===== config.mk =====
export PLATFORM = sky130hd
export DESIGN_NAME = adc_pwr_seq
export DESIGN_NICKNAME = d
export VERILOG_FILES = /design/src/rtl/adc_pwr_seq_pkg.sv /design/src/rtl/adc_busy_sync.sv /design/src/rtl/adc_sat_timer.sv /design/src/rtl/adc_seq_core.sv /design/src/rtl/adc_pwr_seq.sv
export SDC_FILE = /design/constraint.sdc
export NUM_CORES = 1
export LEC_CHECK = 0
export ABC_CLOCK_PERIOD_IN_PS = 3800
export BUFFER_PORTS_ARGS = -buffer_cell sky130_fd_sc_hd__buf_2
export CORE_ASPECT_RATIO = 0.7
export CORE_MARGIN = 2
export CORE_UTILIZATION = 25
export CTS_CLUSTER_SIZE = 16
export DETAILED_ROUTE_END_ITERATION = 16
export SLEW_MARGIN = 20
export SYNTH_ARGS = -nofsm -noshare
export SYNTH_HDL_FRONTEND = slang
export SYNTH_SLANG_ARGS = --single-unit

===== constraint.sdc =====
create_clock -name clk -period 3.8 [get_ports clk]
set_clock_uncertainty 0.1 [all_clocks]
set_input_delay 0.57 -clock clk [delete_from_list [all_inputs] [get_ports clk]]
set_output_delay 0.57 -clock clk [all_outputs]
set_load 0.01 [all_outputs]

===== src/rtl/adc_pwr_seq_pkg.sv =====
// Shared encodings for the ADC power-mode sequencer.
// Assumes the 2-bit power setting encoding is fixed by the converter.
package adc_pwr_seq_pkg;

    typedef enum logic [1:0] {
        PM_NORMAL        = 2'b00,
        PM_SLEEP_AFTER   = 2'b01,
        PM_SLEEP_ALWAYS  = 2'b10,
        PM_PARTIAL_AFTER = 2'b11
    } pm_e;

    typedef enum logic [1:0] {
        ERR_NONE    = 2'b00,
        ERR_REFUSED = 2'b01,
        ERR_SPACING = 2'b10,
        ERR_TIMEOUT = 2'b11
    } err_e;

    typedef enum logic [2:0] {
        S_IDLE     = 3'd0,
        S_LOW      = 3'd1,
        S_CONV     = 3'd2,
        S_CAL_LOW  = 3'd3,
        S_CAL_WAIT = 3'd4
    } seq_st_e;

    // True for modes in which the converter sleeps after each conversion.
    function automatic logic pm_sleeps(input logic [1:0] m);
        return (m == 2'b01) || (m == 2'b11);
    endfunction

endpackage


===== src/rtl/adc_busy_sync.sv =====
// Synchronizes the converter busy flag and flags its falling edge.
// Assumes busy is asynchronous to clk; adds STAGES cycles of latency
// plus one for the edge register.
module adc_busy_sync #(
    parameter int STAGES = 2
) (
    input  logic clk,
    input  logic rst_n,
    input  logic busy_in,
    output logic busy_fall
);
    logic [STAGES:0] shreg;

    // Shift the raw flag through the synchronizer and one edge stage.
    always_ff @(posedge clk) begin
        if (!rst_n) begin
            shreg <= '0;
        end else begin
            shreg <= {shreg[STAGES-1:0], busy_in};
        end
    end

    assign busy_fall = shreg[STAGES] & ~shreg[STAGES-1];
endmodule


===== src/rtl/adc_sat_timer.sv =====
// Saturating up-counter that reports when LIMIT-1 has been reached.
// Assumes LIMIT >= 2. START_FULL picks whether reset leaves it expired.
module adc_sat_timer #(
    parameter int LIMIT      = 4,
    parameter bit START_FULL = 1'b0
) (
    input  logic clk,
    input  logic rst_n,
    input  logic restart,
    output logic reached
);
    localparam int W = (LIMIT > 2) ? $clog2(LIMIT) : 1;
    localparam logic [W-1:0] TOP = W'(LIMIT - 1);

    logic [W-1:0] cnt;

    // Count up from a restart and hold at the terminal value.
    always_ff @(posedge clk) begin
        if (!rst_n) begin
            cnt <= START_FULL ? TOP : '0;
        end else if (restart) begin
            cnt <= '0;
        end else if (cnt != TOP) begin
            cnt <= cnt + 1'b1;
        end
    end

    assign reached = (cnt == TOP);
endmodule


===== src/rtl/adc_seq_core.sv =====
// Control FSM: decides whether a request is served, times the strobe
// low phase, waits for busy to fall, and runs the power-on calibration.
// Assumes req is a single-cycle pulse and that settled and gap_ok come
// from saturating timers.
module adc_seq_core
    import adc_pwr_seq_pkg::*;
#(
    parameter int PULSE_CYC   = 4,
    parameter int WAKE_CYC    = 500,
    parameter int CAL_CYC     = 7000000,
    parameter int BUSY_TO_CYC = 2000
) (
    input  logic       clk,
    input  logic       rst_n,
    input  logic [1:0] pm_mode,
    input  logic       cfg_wr,
    input  logic       req,
    input  logic       busy_fall,
    input  logic       settled,
    input  logic       gap_ok,
    output logic       gap_restart,
    output logic       cnv_n,
    output logic       ready,
    output logic       done,
    output logic       err,
    output logic [1:0] err_cause,
    output logic       pdown,
    output logic       cal_run
);
    localparam int M1   = (PULSE_CYC > WAKE_CYC) ? PULSE_CYC : WAKE_CYC;
    localparam int M2   = (CAL_CYC > BUSY_TO_CYC) ? CAL_CYC : BUSY_TO_CYC;
    localparam int MAXC = (M1 > M2) ? M1 : M2;
    localparam int CW   = $clog2(MAXC + 1);

    seq_st_e    state;
    logic [CW-1:0] cnt;
    logic       cnv_n_q, done_q, err_q, pdown_q;
    err_e       cause_q;
    logic [1:0] mode_q;
    logic       cal_done, bypass, started;
    logic       need_cal, init_ok, idle_req, refuse_mode, refuse_gap, accept;

    // Decode how a request in the idle state is handled.
    always_comb begin
        need_cal    = !cal_done && !bypass;
        init_ok     = cal_done || (bypass && settled);
        idle_req    = (state == S_IDLE) && req;
        refuse_mode = idle_req && (pm_mode == PM_SLEEP_ALWAYS);
        refuse_gap  = idle_req && !refuse_mode && !need_cal && init_ok
                      && pm_sleeps(pm_mode) && !gap_ok;
        accept      = idle_req && !refuse_mode && !need_cal && init_ok
                      && !refuse_gap;
    end

    // Sequencer state, counters, pulses and power-state tracking.
    always_ff @(posedge clk) begin
        if (!rst_n) begin
            state    <= S_IDLE;
            cnt      <= '0;
            cnv_n_q  <= 1'b1;
            done_q   <= 1'b0;
            err_q    <= 1'b0;
            cause_q  <= ERR_NONE;
            pdown_q  <= 1'b0;
            mode_q   <= PM_NORMAL;
            cal_done <= 1'b0;
            bypass   <= 1'b0;
            started  <= 1'b0;
        end else begin
            done_q <= 1'b0;
            err_q  <= 1'b0;
            if (cfg_wr && !started) begin
                bypass <= 1'b1;
            end
            case (state)
                S_IDLE: begin
                    if (pm_mode == PM_SLEEP_ALWAYS) begin
                        pdown_q <= 1'b1;
                    end
                    if (refuse_mode) begin
                        err_q   <= 1'b1;
                        cause_q <= ERR_REFUSED;
                    end else if (idle_req && need_cal) begin
                        state   <= S_CAL_LOW;
                        cnt     <= CW'(PULSE_CYC - 1);
                        cnv_n_q <= 1'b0;
                        pdown_q <= 1'b0;
                        started <= 1'b1;
                    end else if (refuse_gap) begin
                        err_q   <= 1'b1;
                        cause_q <= ERR_SPACING;
                    end else if (accept) begin
                        state   <= S_LOW;
                        cnt     <= pm_sleeps(pm_mode) ? CW'(WAKE_CYC - 1)
                                                      : CW'(PULSE_CYC - 1);
                        mode_q  <= pm_mode;
                        cnv_n_q <= 1'b0;
                        pdown_q <= 1'b0;
                        started <= 1'b1;
                    end
                end
                S_LOW: begin
                    if (cnt == '0) begin
                        state   <= S_CONV;
                        cnv_n_q <= 1'b1;
                    end else begin
                        cnt <= cnt - 1'b1;
                    end
                end
                S_CONV: begin
                    if (busy_fall) begin
                        state  <= S_IDLE;
                        done_q <= 1'b1;
                        if (pm_sleeps(mode_q)) begin
                            pdown_q <= 1'b1;
                        end
                    end else if (cnt == CW'(BUSY_TO_CYC - 1)) begin
                        state   <= S_IDLE;
                        err_q   <= 1'b1;
                        cause_q <= ERR_TIMEOUT;
                    end else begin
                        cnt <= cnt + 1'b1;
                    end
                end
                S_CAL_LOW: begin
                    if (cnt == '0) begin
                        state   <= S_CAL_WAIT;
                        cnv_n_q <= 1'b1;
                        cnt     <= CW'(CAL_CYC - 1);
                    end else begin
                        cnt <= cnt - 1'b1;
                    end
                end
                S_CAL_WAIT: begin
                    if (cnt == '0) begin
                        state    <= S_IDLE;
                        cal_done <= 1'b1;
                    end else begin
                        cnt <= cnt - 1'b1;
                    end
                end
                default: state <= S_IDLE;
            endcase
            // The conversion wait restarts its count when the strobe rises.
            if (state == S_LOW && cnt == '0) begin
                cnt <= '0;
            end
        end
    end

    assign gap_restart = accept;
    assign cnv_n       = cnv_n_q;
    assign ready       = (state == S_IDLE) && init_ok;
    assign done        = done_q;
    assign err         = err_q;
    assign err_cause   = cause_q;
    assign pdown       = pdown_q;
    assign cal_run     = (state == S_CAL_LOW) || (state == S_CAL_WAIT);
endmodule


===== src/rtl/adc_pwr_seq.sv =====
// Top of the ADC power-mode sequencer. Converts microsecond timing
// parameters to cycle counts and wires the synchronizer, the settle
// and spacing timers and the control FSM.
// Assumes a single clock and synchronous active-low reset.
module adc_pwr_seq #(
    parameter int CLK_PER_US  = 100,
    parameter int PULSE_CYC   = 4,
    parameter int WAKE_US     = 5,
    parameter int SETTLE_US   = 300,
    parameter int CAL_US      = 70000,
    parameter int GAP_US      = 10,
    parameter int BUSY_TO_US  = 20,
    parameter int SYNC_STAGES = 2
) (
    input  logic       clk,
    input  logic       rst_n,
    input  logic [1:0] pm_mode,
    input  logic       cfg_wr,
    input  logic       req,
    input  logic       busy,
    output logic       cnv_n,
    output logic       ready,
    output logic       done,
    output logic       err,
    output logic [1:0] err_cause,
    output logic       pdown,
    output logic       cal_run
);
    localparam int WAKE_CYC    = WAKE_US * CLK_PER_US;
    localparam int SETTLE_CYC  = SETTLE_US * CLK_PER_US;
    localparam int CAL_CYC     = CAL_US * CLK_PER_US;
    localparam int GAP_CYC     = GAP_US * CLK_PER_US;
    localparam int BUSY_TO_CYC = BUSY_TO_US * CLK_PER_US;

    logic busy_fall, settled, gap_ok, gap_restart;

    adc_busy_sync #(.STAGES(SYNC_STAGES)) u_sync (
        .clk       (clk),
        .rst_n     (rst_n),
        .busy_in   (busy),
        .busy_fall (busy_fall)
    );

    adc_sat_timer #(.LIMIT(SETTLE_CYC), .START_FULL(1'b0)) u_settle (
        .clk     (clk),
        .rst_n   (rst_n),
        .restart (1'b0),
        .reached (settled)
    );

    adc_sat_timer #(.LIMIT(GAP_CYC), .START_FULL(1'b1)) u_gap (
        .clk     (clk),
        .rst_n   (rst_n),
        .restart (gap_restart),
        .reached (gap_ok)
    );

    adc_seq_core #(
        .PULSE_CYC   (PULSE_CYC),
        .WAKE_CYC    (WAKE_CYC),
        .CAL_CYC     (CAL_CYC),
        .BUSY_TO_CYC (BUSY_TO_CYC)
    ) u_core (
        .clk         (clk),
        .rst_n       (rst_n),
        .pm_mode     (pm_mode),
        .cfg_wr      (cfg_wr),
        .req         (req),
        .busy_fall   (busy_fall),
        .settled     (settled),
        .gap_ok      (gap_ok),
        .gap_restart (gap_restart),
        .cnv_n       (cnv_n),
        .ready       (ready),
        .done        (done),
        .err         (err),
        .err_cause   (err_cause),
        .pdown       (pdown),
        .cal_run     (cal_run)
    );
endmodule


==> Word level (Yosys, flattened, before mapping) <==
Index checks and enable logic that the tools add are counted.
{ "word_totals": {"reg_bits": 65, "inputBits": 7, "output_inout_bits": 8, "wordCells": 153} }
{ "op_classes": {"add_sub_neg": 4, "n_eq_ne": 31, "mux": 52, "bitwise_logic": 6, "reduce_logical": 45} }
{ "op_table": {"columns": ["op", "count"], "rows": [
  ["23-bit 2-to-1 mux", 8],
  ["23-bit one-hot mux with 4 select lines", 1],
  ["3-bit 2-to-1 mux", 9],
  ["23-bit by 1-bit adder with 23-bit output, second input constant", 1],
  ["23-bit by 11-bit equality test with 1-bit output, second input constant", 1],
  ["23-bit zero test", 1],
  ["23-bit by 1-bit subtractor with 23-bit output, second input constant", 1],
  ["1-bit 2-to-1 mux", 21],
  ["10-bit 2-to-1 mux", 2],
  ["15-bit by 1-bit adder with 15-bit output, second input constant", 1],
  ["15-bit equality test, second input constant", 1],
  ["15-bit inequality test, second input constant", 1],
  ["3-bit one-hot mux with 5 select lines", 1],
  ["5-bit AND reduction", 3],
  ["1-bit logical AND", 14],
  ["2-bit inequality test, second input constant", 7],
  ["7-bit AND reduction", 2],
  ["10-bit by 1-bit adder with 10-bit output, second input constant", 1],
  ["10-bit equality test, second input constant", 1],
  ["2-bit 2-to-1 mux", 5],
  ["10-bit inequality test, second input constant", 1],
  ["2-bit by 1-bit inequality test with 1-bit output, second input constant", 5],
  ["9-bit 2-to-1 mux", 1],
  ["3-bit by 2-bit inequality test with 1-bit output, second input constant", 3],
  ["20 further kinds", 46]
]} }

==> Depth between registers and ports, before layout <==
Gate-level depths: netlist of the first run.
{ "logic_depth": {"depth_word": 16, "ltp_mapped": 10, "depth_no_buf": 8} }

==> Modules after synthesis <==
Synthesis of the first run repeated with hierarchy kept, for this count alone.
{ "unflattened": {"cells_unflattened": 538, "hier_area_um2": 4174.0} }
{ "by_module_without_submodules": {"columns": ["mod", "instances", "cells_per_inst", "area_each_um2", "seq_area_each_um2"], "rows": [
  ["adc_seq_core", 1, 376, 2748.9, 720.7],
  ["adc_sat_timer (u_settle)", 1, 91, 797.0, 300.3],
  ["adc_sat_timer (u_gap)", 1, 63, 535.5, 200.2],
  ["adc_busy_sync", 1, 7, 88.8, 60.1],
  ["adc_pwr_seq", 1, 1, 3.8, 0.0]
]} }

==> Worst setup path before layout of the first run <==
Ideal clock, no wire load.
{ "synth_path": {"kind": "register to register", "start": "register u_core.cnt[0]", "end": "register u_core.cnt[20]", "setup_ps": 129, "arrival_ps": 2097, "required_ps": 3571, "path_slack_ps": 1474, "path_stages_with_launch": 9, "path_buffers": 1, "period_less_slack_ps": 2326, "cell_sequence": "dfxtp_1 -> inv_1 -> ha_1 -> or3b_1 -> nor4_4 -> nand3_2 -> o31ai_4 -> buf_6 -> o31ai_2"} }
{ "synth_between": {"elab_chain_len": 4, "elab_cells_between_ends": 14, "classes_between": "add/sub: 2; eq/ne: 3; mux: 5; reduce/logical: 4"} }
{ "synth_lines": {"columns": ["element", "line_no", "rtl"], "rows": [
  ["from (decl)", "adc_seq_core.sv:36", "logic [CW-1:0] cnt;"],
  ["from (signal assigned)", "adc_seq_core.sv:85", "cnt <= CW'(PULSE_CYC - 1);"],
  ["from (signal assigned)", "adc_seq_core.sv:94", "cnt <= pm_sleeps(pm_mode) ? CW'(WAKE_CYC - 1)"],
  ["from (signal assigned)", "adc_seq_core.sv:107", "cnt <= cnt - 1'b1;"],
  ["23-bit by 1-bit adder with 23-bit output", "adc_seq_core.sv:122", "cnt <= cnt + 1'b1;"],
  ["23-bit 2-to-1 mux", "adc_seq_core.sv:117", "end else if (cnt == CW'(BUSY_TO_CYC - 1)) begin"],
  ["23-bit 2-to-1 mux", "adc_seq_core.sv:111", "if (busy_fall) begin"],
  ["23-bit one-hot mux with 4 select lines", "adc_seq_core.sv:75", "case (state)"]
]} }
Parallel ways exist; a longest one is shown, timed or not. The select of a mux whose other input is x is not followed.
A chain may end at the register's enable or synchronous reset.

==> Worst setup path in the final report of the first run <==
{ "layout_path": {"start": "register u_settle.cnt[0]", "end": "register u_core.cnv_n_q (netlist: u_core.cnv_n)"} }
{ "layout_between": {"elab_chain_len": 10, "elab_cells_between_ends": 11, "classes_between": "eq/ne: 3; reduce/logical: 8"} }
{ "layout_lines": {"columns": ["element", "line_no", "rtl"], "rows": [
  ["from (decl)", "adc_sat_timer.sv:15", "logic [W-1:0] cnt;"],
  ["from (signal assigned)", "adc_sat_timer.sv:20", "cnt <= START_FULL ? TOP : '0;"],
  ["from (signal assigned)", "adc_sat_timer.sv:24", "cnt <= cnt + 1'b1;"],
  ["15-bit equality test *", "adc_sat_timer.sv:28", "assign reached = (cnt == TOP);"],
  ["1-bit logical AND *", "adc_seq_core.sv:46", "init_ok = cal_done || (bypass && settled);"],
  ["1-bit logical OR *", "adc_seq_core.sv:46", null],
  ["1-bit logical AND *", "adc_seq_core.sv:49, adc_seq_core.sv:51", null],
  ["1-bit logical AND (2 in a row)", "adc_seq_core.sv:50", "&& pm_sleeps(pm_mode) && !gap_ok;"],
  ["1-bit zero test", "adc_seq_core.sv:52", "&& !refuse_gap;"],
  ["1-bit logical AND", "adc_seq_core.sv:52", null],
  ["3-bit by 2-bit inequality test with 1-bit output (no line)", null, null],
  ["5-bit AND reduction (no line) *", null, null],
  ["to (signal assigned)", "adc_seq_core.sv:60", "cnv_n_q <= 1'b1;"],
  ["to (signal assigned)", "adc_seq_core.sv:86", "cnv_n_q <= 1'b0;"],
  ["to (signal assigned)", "adc_seq_core.sv:97", "cnv_n_q <= 1'b0;"],
  ["to (decl)", "adc_seq_core.sv:37", "logic cnv_n_q, done_q, err_q, pdown_q;"]
]} }
Every way passes the cells marked *; elsewhere a longest branch is shown, timed or not.

==> metrics, run 1 <==
outcome finished clean; XOR/XNOR share of the synthesized area 0.0425; # setup viols final 0; post-synthesis area per instance 8.22 um^2; Final GP Congestion about 0.93; Nets 530; fillers 1,816; share of post-route cells with drive strength above 1 0.143; Worst Setup End Kind flip-flop; synthesis warning total 0; VDD IR-drop max between 0.2 and 0.25 mV; Reg area approximately 1300 um^2; Multi-input gate area around 2800 um^2; vias in the first global route about 3,600; met3 WL between 1000 and 1500 um; pin count of the biggest net entering global routing 24; Final Core Density 0.285; Final Cycle Share 0.769; Adder-Cell Fraction of Synth Area 0.0116; DRT iter0 DRCs ~420; total grt overflow 0; setup TNS 0 ns; Die Height between 100 and 150 um; post-DP HPWL slightly below 9000 um; CTS tree built; Ports 15; most common cell after layout, fill and taps aside dfxtp_1; Crit Path Max Fanout 12; syn nets approximately 540; drt pass-1 iters 5; Total Wirelength between 10,000 and 15,000 um; row cnt 40; ANT nets after route 0; worst min path class in2reg; I/O Buffers 14; library cells used by synthesis between 80 and 90; cts hold-fix bufs 0; Num CTS Buffers 9; PwrDens roughly 700 nW/um^2; Period minus WS final 2.92 ns; Max Cap Violations 0; cell count after synthesis around 530; Starting Density 0.254; highest layer used for signal routing met4; Post-Synthesis Cell Area ~4300 um^2; clock buffer depth 2; Synth Area in Simple Gates 0.307; Clock Latency Late Sink around 0.34 ns; headroom to the max-slew limit 0.332; leakage power between 1.5 and 2 nW; routed length per instance about 16 um; Post-CTS Setup Bufs 0; Worst Setup Start Kind flip-flop; Yosys reg bits 64; Final Hold Viols 0; global-route wire length before repair approximately 20,000 um; post_cts resized 0; CTS Sinks 64; Die Wd between 150 and 200 um; vias per cell 5.40; most frequent cells in the layout 64 x dfxtp_1, 45 x nor2_1, 40 x a21oi_1, 36 x nand2_1, 35 x o21ai_0; sequential area share after synthesis 0.296; CP Class reg2reg; largest family of logic cells by synthesized area simple AND/OR/NAND/NOR gates; Synth Area in Compound Gates 0.264; DRT met1 WL ~6200 um; Worst Path Arrival slightly above 3 ns; core region area approximately 17,000 um^2; Top FF cell, synth dfxtp_1; number of diodes 0; root buf cell clkbuf_16; RSZ-0062 raised after global routing no; H-tree levels 3; Post-route DRC 0; final hold slack approximately 0.34 ns; fmax roughly 340 MHz; EDFF count, synth 0; Slew Viols, Final 0; worst path required time ~3.9 ns; area growth from synthesis to layout 12.1%; Overall Global Routing Usage 0.139; vias post-DR between 4,000 and 5,000; initial antenna violation count 0; async set-reset flop share out of synthesis 0; Clk pin slew, worst setup/hold paths roughly 0.06 ns; post-synthesis mux area share 0.0147; Worst-Margin Slew roughly 1.0 ns; die area approximately 18,000 um^2; met2 wire len roughly 4800 um
## synth_stat cells, drive strengths merged, types with 4 or more instances
cell type  count  area share
o21ai         38       0.044
ha             4       0.012
or4            6       0.010
dfxtp         64        0.30
a211oi         9       0.017
nand2b         4      0.0058
nor2b          5      0.0072
a31o           4      0.0081
o311ai        10       0.027
or3           16       0.024
and3          11       0.016
xor2          13       0.026
nand2         38       0.034
o22ai          5      0.0072
a21oi         40       0.046
nand3         23       0.028
buf           30       0.048
nor3b          5       0.011
nor2          46       0.040
nor3          26       0.031
and2           5      0.0072
o31ai         10       0.025
nor4          13       0.032
xnor2          8       0.016
or3b           5       0.011
nand4         12       0.021
inv            9      0.0078
clkbuf        10      0.0087
## layout make-up
cell class,count,share of cell area
Clock buffer,10,0.0492
Tap cell,231,0.0595
Sequential cell,64,0.264
Multi-Input combinational cell,414,0.572
Clock inverter,6,0.0237
Inverter,9,0.00696
Timing Repair Buffer,21,0.0252
## worst max-delay path, stage by stage, from the launching register on
cell	delay, ns
dfxtp_1	0.40
ha_1	0.25
nand3_1	0.20
nor4_1	0.63
o21bai_4	0.16
nor3b_4	0.51
o21ai_1	0.23
a221o_1	0.33
## registers in the layout, summed over array words and instances, names as in the netlist, 2 cells and up
signal,count
u_core.cnt,23
u_core.err_cause,2
u_core.state,3
u_gap.cnt,10
u_settle.cnt,15
u_sync.shreg,3
## logic make-up after synthesis
logic type	after synthesis
simple gates	229
compound gates	155
flops	64
buf+inv	49
xor+xnor	21
mux	5
fa+ha+maj	4
## per-stage QoR
| step | instance area, um^2 | total power, W | setup WS, ns | std cells |
|---|---|---|---|---|
| after floorplan | 4330 | 0.00210 | 1.47 | 527 |
| after global placement | 4500 | 0.00241 | 1.01 | 739 |
| after detailed placement | 4500 | 0.00240 | 0.896 | 739 |
| after CTS | 4860 | 0.00341 | 0.882 | 755 |
| after global routing | 4860 | 0.00362 | 0.702 | 755 |
| final | 4860 | 0.00342 | 0.877 | 755 |
## where the power goes
group / leakage (nW) / switching, W / total [W] / internal [W]
clock network: 0.169 / 0.000324 / 0.000986 / 0.000662
logic: 0.964 / 0.000915 / 0.00144 / 0.000522
registers: 0.522 / 0.000213 / 0.000995 / 0.000782
## layer usage
layer  up-vias  track usage
li1       1984            -
met1      1895        0.215
met2       190        0.182
met3        11       0.0398
met4         0       0.0399
met5         -            0
## final timing paths
kind | start | to | slack, ns | depth (start not counted)
hold reg to reg | u_sync.shreg[0] | u_sync.shreg[1] | 0.35 | 1
hold / removal | busy | u_sync.shreg[0] | 0.34 | 2
setup reg to reg | u_settle.cnt[0] | u_core.cnv_n | 0.88 | 7
setup / recovery | u_settle.cnt[0] | u_core.cnv_n | 0.88 | 7
Power figures use the tool's default switching activity.
==> run 2: changes to the inputs <==
--- a/config.mk
+++ b/config.mk
@@ -5,7 +5,7 @@
 export SDC_FILE = /design/constraint.sdc
 export NUM_CORES = 1
 export LEC_CHECK = 0
-export ABC_CLOCK_PERIOD_IN_PS = 3800
+export ABC_CLOCK_PERIOD_IN_PS = 2400
 export BUFFER_PORTS_ARGS = -buffer_cell sky130_fd_sc_hd__buf_2
 export CORE_ASPECT_RATIO = 0.7
 export CORE_MARGIN = 2
==> constraint.sdc (replaced) <==
create_clock -name clk -period 2.4 [get_ports clk]
set_clock_uncertainty 0.1 [all_clocks]
set_input_delay 0.36 -clock clk [delete_from_list [all_inputs] [get_ports clk]]
set_output_delay 0.36 -clock clk [all_outputs]
set_load 0.01 [all_outputs]
==> run 2 against run 1 <==
Net effect: cell count increased by 12%; critical path type unchanged; critical path depth increased by 1; combinational power increased by 130%; critical endpoint is now u_core.cnt[0]; sequential cell count unchanged; worst hold slack got worse by 0.21 ns; global-route usage increased by 1.8 points; largest cell class unchanged; worst setup slack got worse by 0.86 ns; first-iteration DRC count increased by 30%; clock-buffer cell count unchanged; fmax increased by 22%.
==> metrics, run 2 (synthesis gave the netlist of run 1 again) <==
Ports 15; reg2reg setup slack roughly 0.013 ns; Clk pin slew, worst setup/hold paths 0.06 ns; met3 WL between 1500 and 2000 um; RSZ-0062 raised after global routing yes; vias per cell 5.44; Worst path depth 8; Buf/Inv on CP 3; H-tree levels 3; pin count of the biggest net entering global routing 23; Crit Path Max Fanout 8; root buf cell clkbuf_16; pre-CTS WS -0.147 ns; Die Height 114 um; highest layer used for signal routing met4; total grt overflow 0; Nets 620; origin of the worst setup path u_core.cnt[10]; Non-Filler Instances 845; Final Core Density 0.333; vias in the first global route about 4,100; placed cells roughly 820; Final Cycle Share 0.994; CP max stage cell or4_4; VDD IR-drop max 0.410 mV; Period minus WS final ~2.4 ns; number of diodes 0; Worst Setup Start Kind flip-flop; number of flip-flops in the largest register 23; Num CTS Buffers 9; Worst Path Arrival ~2.5 ns; share of post-route cells with drive strength above 1 0.298; Slew Viols, Final 0; Largest Register u_core.cnt; row cnt 40; die area around 18,000 um^2; Final Hold Viols 0; Clock Latency Late Sink approximately 0.34 ns; final setup margin between 0.01 and 0.015 ns; Post-route DRC 0; PwrDens about 1100 nW/um^2; fillers approximately 1,700; headroom to the max-slew limit 0.653; ANT nets after route 0; Worst Setup End Kind flip-flop; drt pass-1 iters 5; routed length per instance between 15 and 20 um; Total Wirelength approximately 14,000 um; fmax roughly 420 MHz; Crit path max-delay family simple AND/OR/NAND/NOR gates; most common cell after layout, fill and taps aside buf_4; met2 wire len ~5300 um; CTS tree built; cell mode on critical path buf_4; reg2reg end u_core.cnt[0]; DRT met1 WL a little over 7000 um; # setup viols final 0; R2R Path Start u_core.cnt[10]; Max Cap Violations 0; Overall Global Routing Usage 0.157; vias post-DR 4,597; CP peak stage delay a little under 0.6 ns; CP Class reg2reg; CTS Sinks 64; Die Wd approximately 160 um; Worst-Margin Slew between 0.5 and 0.6 ns; Final Cell Area ~5700 um^2; reg2reg path depth 8; biggest regs u_core.cnt: 23 flops, u_settle.cnt: 15 flops, u_gap.cnt: 10 flops; Hold Startpoint busy; leakage power roughly 2.1 nW; area growth from synthesis to layout 31.4%; cts hold-fix bufs 0; clock buffer depth 2; DP Area between 5000 and 6000 um^2; Final GP Congestion approximately 0.93; worst path required time 2.50 ns; worst min path class in2reg; initial antenna violation count 0; global-route wire length before repair 22,700 um; core region area 17,100 um^2; Starting Density 0.254; most frequent cells in the layout 93 x buf_4, 61 x dfxtp_1, 45 x nor2_1, 40 x a21oi_1, 36 x nand2_1; DRT iter0 DRCs roughly 550; post-DP HPWL between 10,000 and 15,000 um; I/O Buffers 14; CP Cell Sequence or4_4, nor4_4, buf_4, nand3_4, o31ai_4, buf_12, buf_4, a211oi_1; Critical Path Sink u_core.cnt[0]; outcome finished clean
run 2: cell types whose count changed in the layout (fill, tap and decap cells not counted), sizes merged:
cell,change
clkinvlp,-1
inv,-1
buf,+90
clkinv,+2
run 2: power by group:
group          internal (W)  leakage [nW]  switching (W)
sequential          0.00124         0.524       0.000226
clock               0.00105         0.173       0.000522
combinational       0.00146          1.45        0.00184
run 2: metrics by stage:
step           setup TNS [ns]  hold WS (ns)  total power [W]
2_1_floorplan               0         0.312          0.00333
3_3_place_gp           -0.333         0.336          0.00445
3_5_place_dp           -0.626         0.330          0.00444
4_1_cts                     0         0.127          0.00604
5_1_grt                -0.918         0.133          0.00668
6_report                    0         0.130          0.00634
run 2: how the worst min path moves through the flow:
stage                                  to  slack [ns]  cells past startpoint
after global routing      u_sync.shreg[0]        0.13                      2
after global placement    u_sync.shreg[1]        0.34                      1
after detailed placement  u_sync.shreg[1]        0.33                      1
final                     u_sync.shreg[0]        0.13                      2
after CTS                 u_sync.shreg[0]        0.13                      2
after floorplan           u_sync.shreg[1]        0.31                      1
run 2: cell type report:
type                    count  area [um^2]  share of cell area
clock buffers              10          239              0.0420
clock inverters             6          116              0.0204
inverters                   9         33.8             0.00594
multi-input cells         414         2880               0.505
flip-flops and latches     64         1290               0.226
well taps                 231          289              0.0508
repair buffers            111          848               0.149
run 2: metal layers:
| metal | GRT usage | vias to the layer above |
|---|---|---|
| li1 | - | 2169 |
| met1 | 0.246 | 2143 |
| met2 | 0.194 | 249 |
| met3 | 0.0489 | 36 |
| met4 | 0.0494 | 0 |
| met5 | 0 | - |
run 2: what timing repair did:
item                       in CTS  in global routing
hold endpoints to repair        0                  0
resized for setup               2                 25
setup buffers                   1                  9
pin swaps                       1                  9
setup endpoints to repair      10                 25
==> run 3: changes to the inputs <==
--- a/config.mk
+++ b/config.mk
@@ -5,10 +5,9 @@
 export SDC_FILE = /design/constraint.sdc
 export NUM_CORES = 1
 export LEC_CHECK = 0
-export ABC_CLOCK_PERIOD_IN_PS = 2400
+export ABC_CLOCK_PERIOD_IN_PS = 2250
 export BUFFER_PORTS_ARGS = -buffer_cell sky130_fd_sc_hd__buf_2
 export CORE_ASPECT_RATIO = 0.7
-export CORE_MARGIN = 2
 export CORE_UTILIZATION = 25
 export CTS_CLUSTER_SIZE = 16
 export DETAILED_ROUTE_END_ITERATION = 16
==> constraint.sdc (replaced) <==
create_clock -name clk -period 2.25 [get_ports clk]
set_clock_uncertainty 0.1 [all_clocks]
set_input_delay 0.3375 -clock clk [delete_from_list [all_inputs] [get_ports clk]]
set_output_delay 0.3375 -clock clk [all_outputs]
set_load 0.01 [all_outputs]
==> run 3 against run 2 <==
Net effect: the run now ends with negative setup slack left; critical endpoint is now u_core.cnt[21]; die area decreased by 3.0%; via count increased by 3.4%; sequential power increased by 4%; worst hold slack got worse by 0.0020 ns; fmax increased by 5.2%; critical path depth decreased by 1; worst setup slack got worse by 0.031 ns; combinational power increased by 29%.
==> metrics, run 3 (synthesis gave the netlist of run 1 again) <==
Worst Setup End Kind flip-flop; share of post-route cells with drive strength above 1 0.424; Final Cycle Share 1.01; # setup viols final 3; Largest Register u_core.cnt; Worst Setup Start Kind flip-flop; root buf cell clkbuf_16; Final Core Density 0.378; Max Cap Violations 0; row cnt 39; Worst Path Arrival between 2 and 2.5 ns; most frequent cells in the layout 137 x buf_4, 55 x dfxtp_1, 44 x nor2_1, 35 x a21oi_1, 34 x nand2_1; Starting Density 0.260; Clock Latency Late Sink between 0.3 and 0.4 ns; VDD IR-drop max about 0.47 mV; pin count of the biggest net entering global routing 16; clock buffer depth 2; worst path required time about 2.4 ns; Ports 15; total grt overflow 0; Total Wirelength about 15,000 um; Overall Global Routing Usage 0.168; headroom to the max-slew limit 0.645; ANT nets after route 0; number of diodes 0; Period minus WS final roughly 2.3 ns; vias in the first global route between 4,000 and 5,000; CP Class reg2reg; WHS Path Cells 2; Worst-Margin Slew about 0.53 ns; Die Height ~110 um; Num CTS Buffers 9; outcome complete, but fails checks; Post-route DRC 0; RSZ-0062 raised after global routing yes; reg2reg path depth 7; final setup margin -0.0178 ns; post-DP HPWL 10,800 um; CTS tree built; CTS Sinks 64; global-route wire length before repair around 24,000 um; R2R Path Start u_settle.cnt[4]; number of flip-flops in the largest register 23; reg2reg setup slack -0.02 ns; failing checks negative setup slack; biggest regs u_core.cnt: 23 flops, u_settle.cnt: 15 flops, u_gap.cnt: 10 flops; H-tree levels 3; reg2reg end u_core.cnt[21]; fmax 441 MHz; drt pass-1 iters 5; most common cell after layout, fill and taps aside buf_4; core region area about 17,000 um^2; I/O Buffers 14; placed cells between 800 and 900; leakage power 2.43 nW; die area 17,900 um^2; Final GP Congestion around 0.96; Final Hold Viols 0; Hold Startpoint busy; vias per cell ~5.3; worst min path class in2reg; Nets ~680; initial antenna violation count 0; DRT iter0 DRCs approximately 500; Clk pin slew, worst setup/hold paths about 0.060 ns; Die Wd about 160 um; vias post-DR 4,752; Worst Hold End u_sync.shreg[0]; Crit Path Max Fanout 9; routed length per instance about 17 um; Non-Filler Instances 893; Slew Viols, Final 0; setup TNS -0.0288 ns; PwrDens between 1000 and 1500 nW/um^2; area growth from synthesis to layout 45.2%
## run 3: changes by cell type in the layout (fill, tap and decap cells not counted), sizes merged
cell	change
bufinv	-2
clkinv	+1
buf	+55
## run 3: cell type report
class                   instances  area (um^2)
flip-flops and latches         64         1290
multi-input cells             414         3080
clock buffers                  10          239
fillers                      1671        10300
well taps                     225          282
repair buffers                166         1300
clock inverters                 5         57.6
inverters                       9         33.8
## run 3: how the worst max path moves through the flow
stage                    startpoint        endpoint  slack, ns  cells past startpoint
floorplan             u_core.cnt[9]  u_core.cnt[20]      -0.02                      7
global placement      u_core.cnt[0]  u_core.cnt[21]      -0.08                      9
detailed placement    u_core.cnt[0]   u_core.cnt[5]      -0.14                      9
CTS                   u_core.cnt[1]  u_core.cnt[22]      -0.02                     10
global route          u_core.cnt[5]   u_core.cnt[9]      -0.11                      7
finish              u_settle.cnt[4]  u_core.cnt[21]      -0.02                      7
## run 3: critical path, stage by stage (launching register included)
cell	delay (ns)
dfxtp_1	0.31
or3b_4	0.40
nor4_4	0.34
o211a_4	0.22
o211ai_4	0.10
buf_6	0.18
o311a_1	0.33
a31o_1	0.18
## run 3: repair_timing
action                     in CTS  in global routing
hold buffers                    0                  0
gates cloned                    0                  0
pin swaps                      12                 23
hold endpoints to repair        0                  0
setup endpoints to repair      21                 28
buffers inserted               12                  5
resized for setup              35                 52
## run 3: power breakdown
group          total (W)  switching (W)  internal (W)
sequential       0.00153       0.000196       0.00133
clock            0.00142       0.000542      0.000881
combinational    0.00425        0.00224       0.00202
## run 3: layer usage
layer	part of all wire	GRT usage	up-vias	wire, um
met5	0	0	-	0
met4	0.012	0.0481	0	173
met3	0.093	0.0484	17	1390
met2	0.39	0.222	208	5880
met1	0.50	0.256	2257	7470
li1	-	-	2270	-
## run 3: stage by stage
| step | area (um^2) | setup slack [ns] | hold WS [ns] | power (W) |
|---|---|---|---|---|
| 2_1_floorplan | 4350 | -0.0161 | 0.312 | 0.00357 |
| 4_1_cts | 6020 | -0.0186 | 0.123 | 0.00687 |
| 6_report | 6290 | -0.0178 | 0.128 | 0.00720 |
| 3_3_place_gp | 5520 | -0.0812 | 0.314 | 0.00519 |
| 3_5_place_dp | 5520 | -0.145 | 0.326 | 0.00519 |
| 5_1_grt | 6290 | -0.108 | 0.121 | 0.00760 |
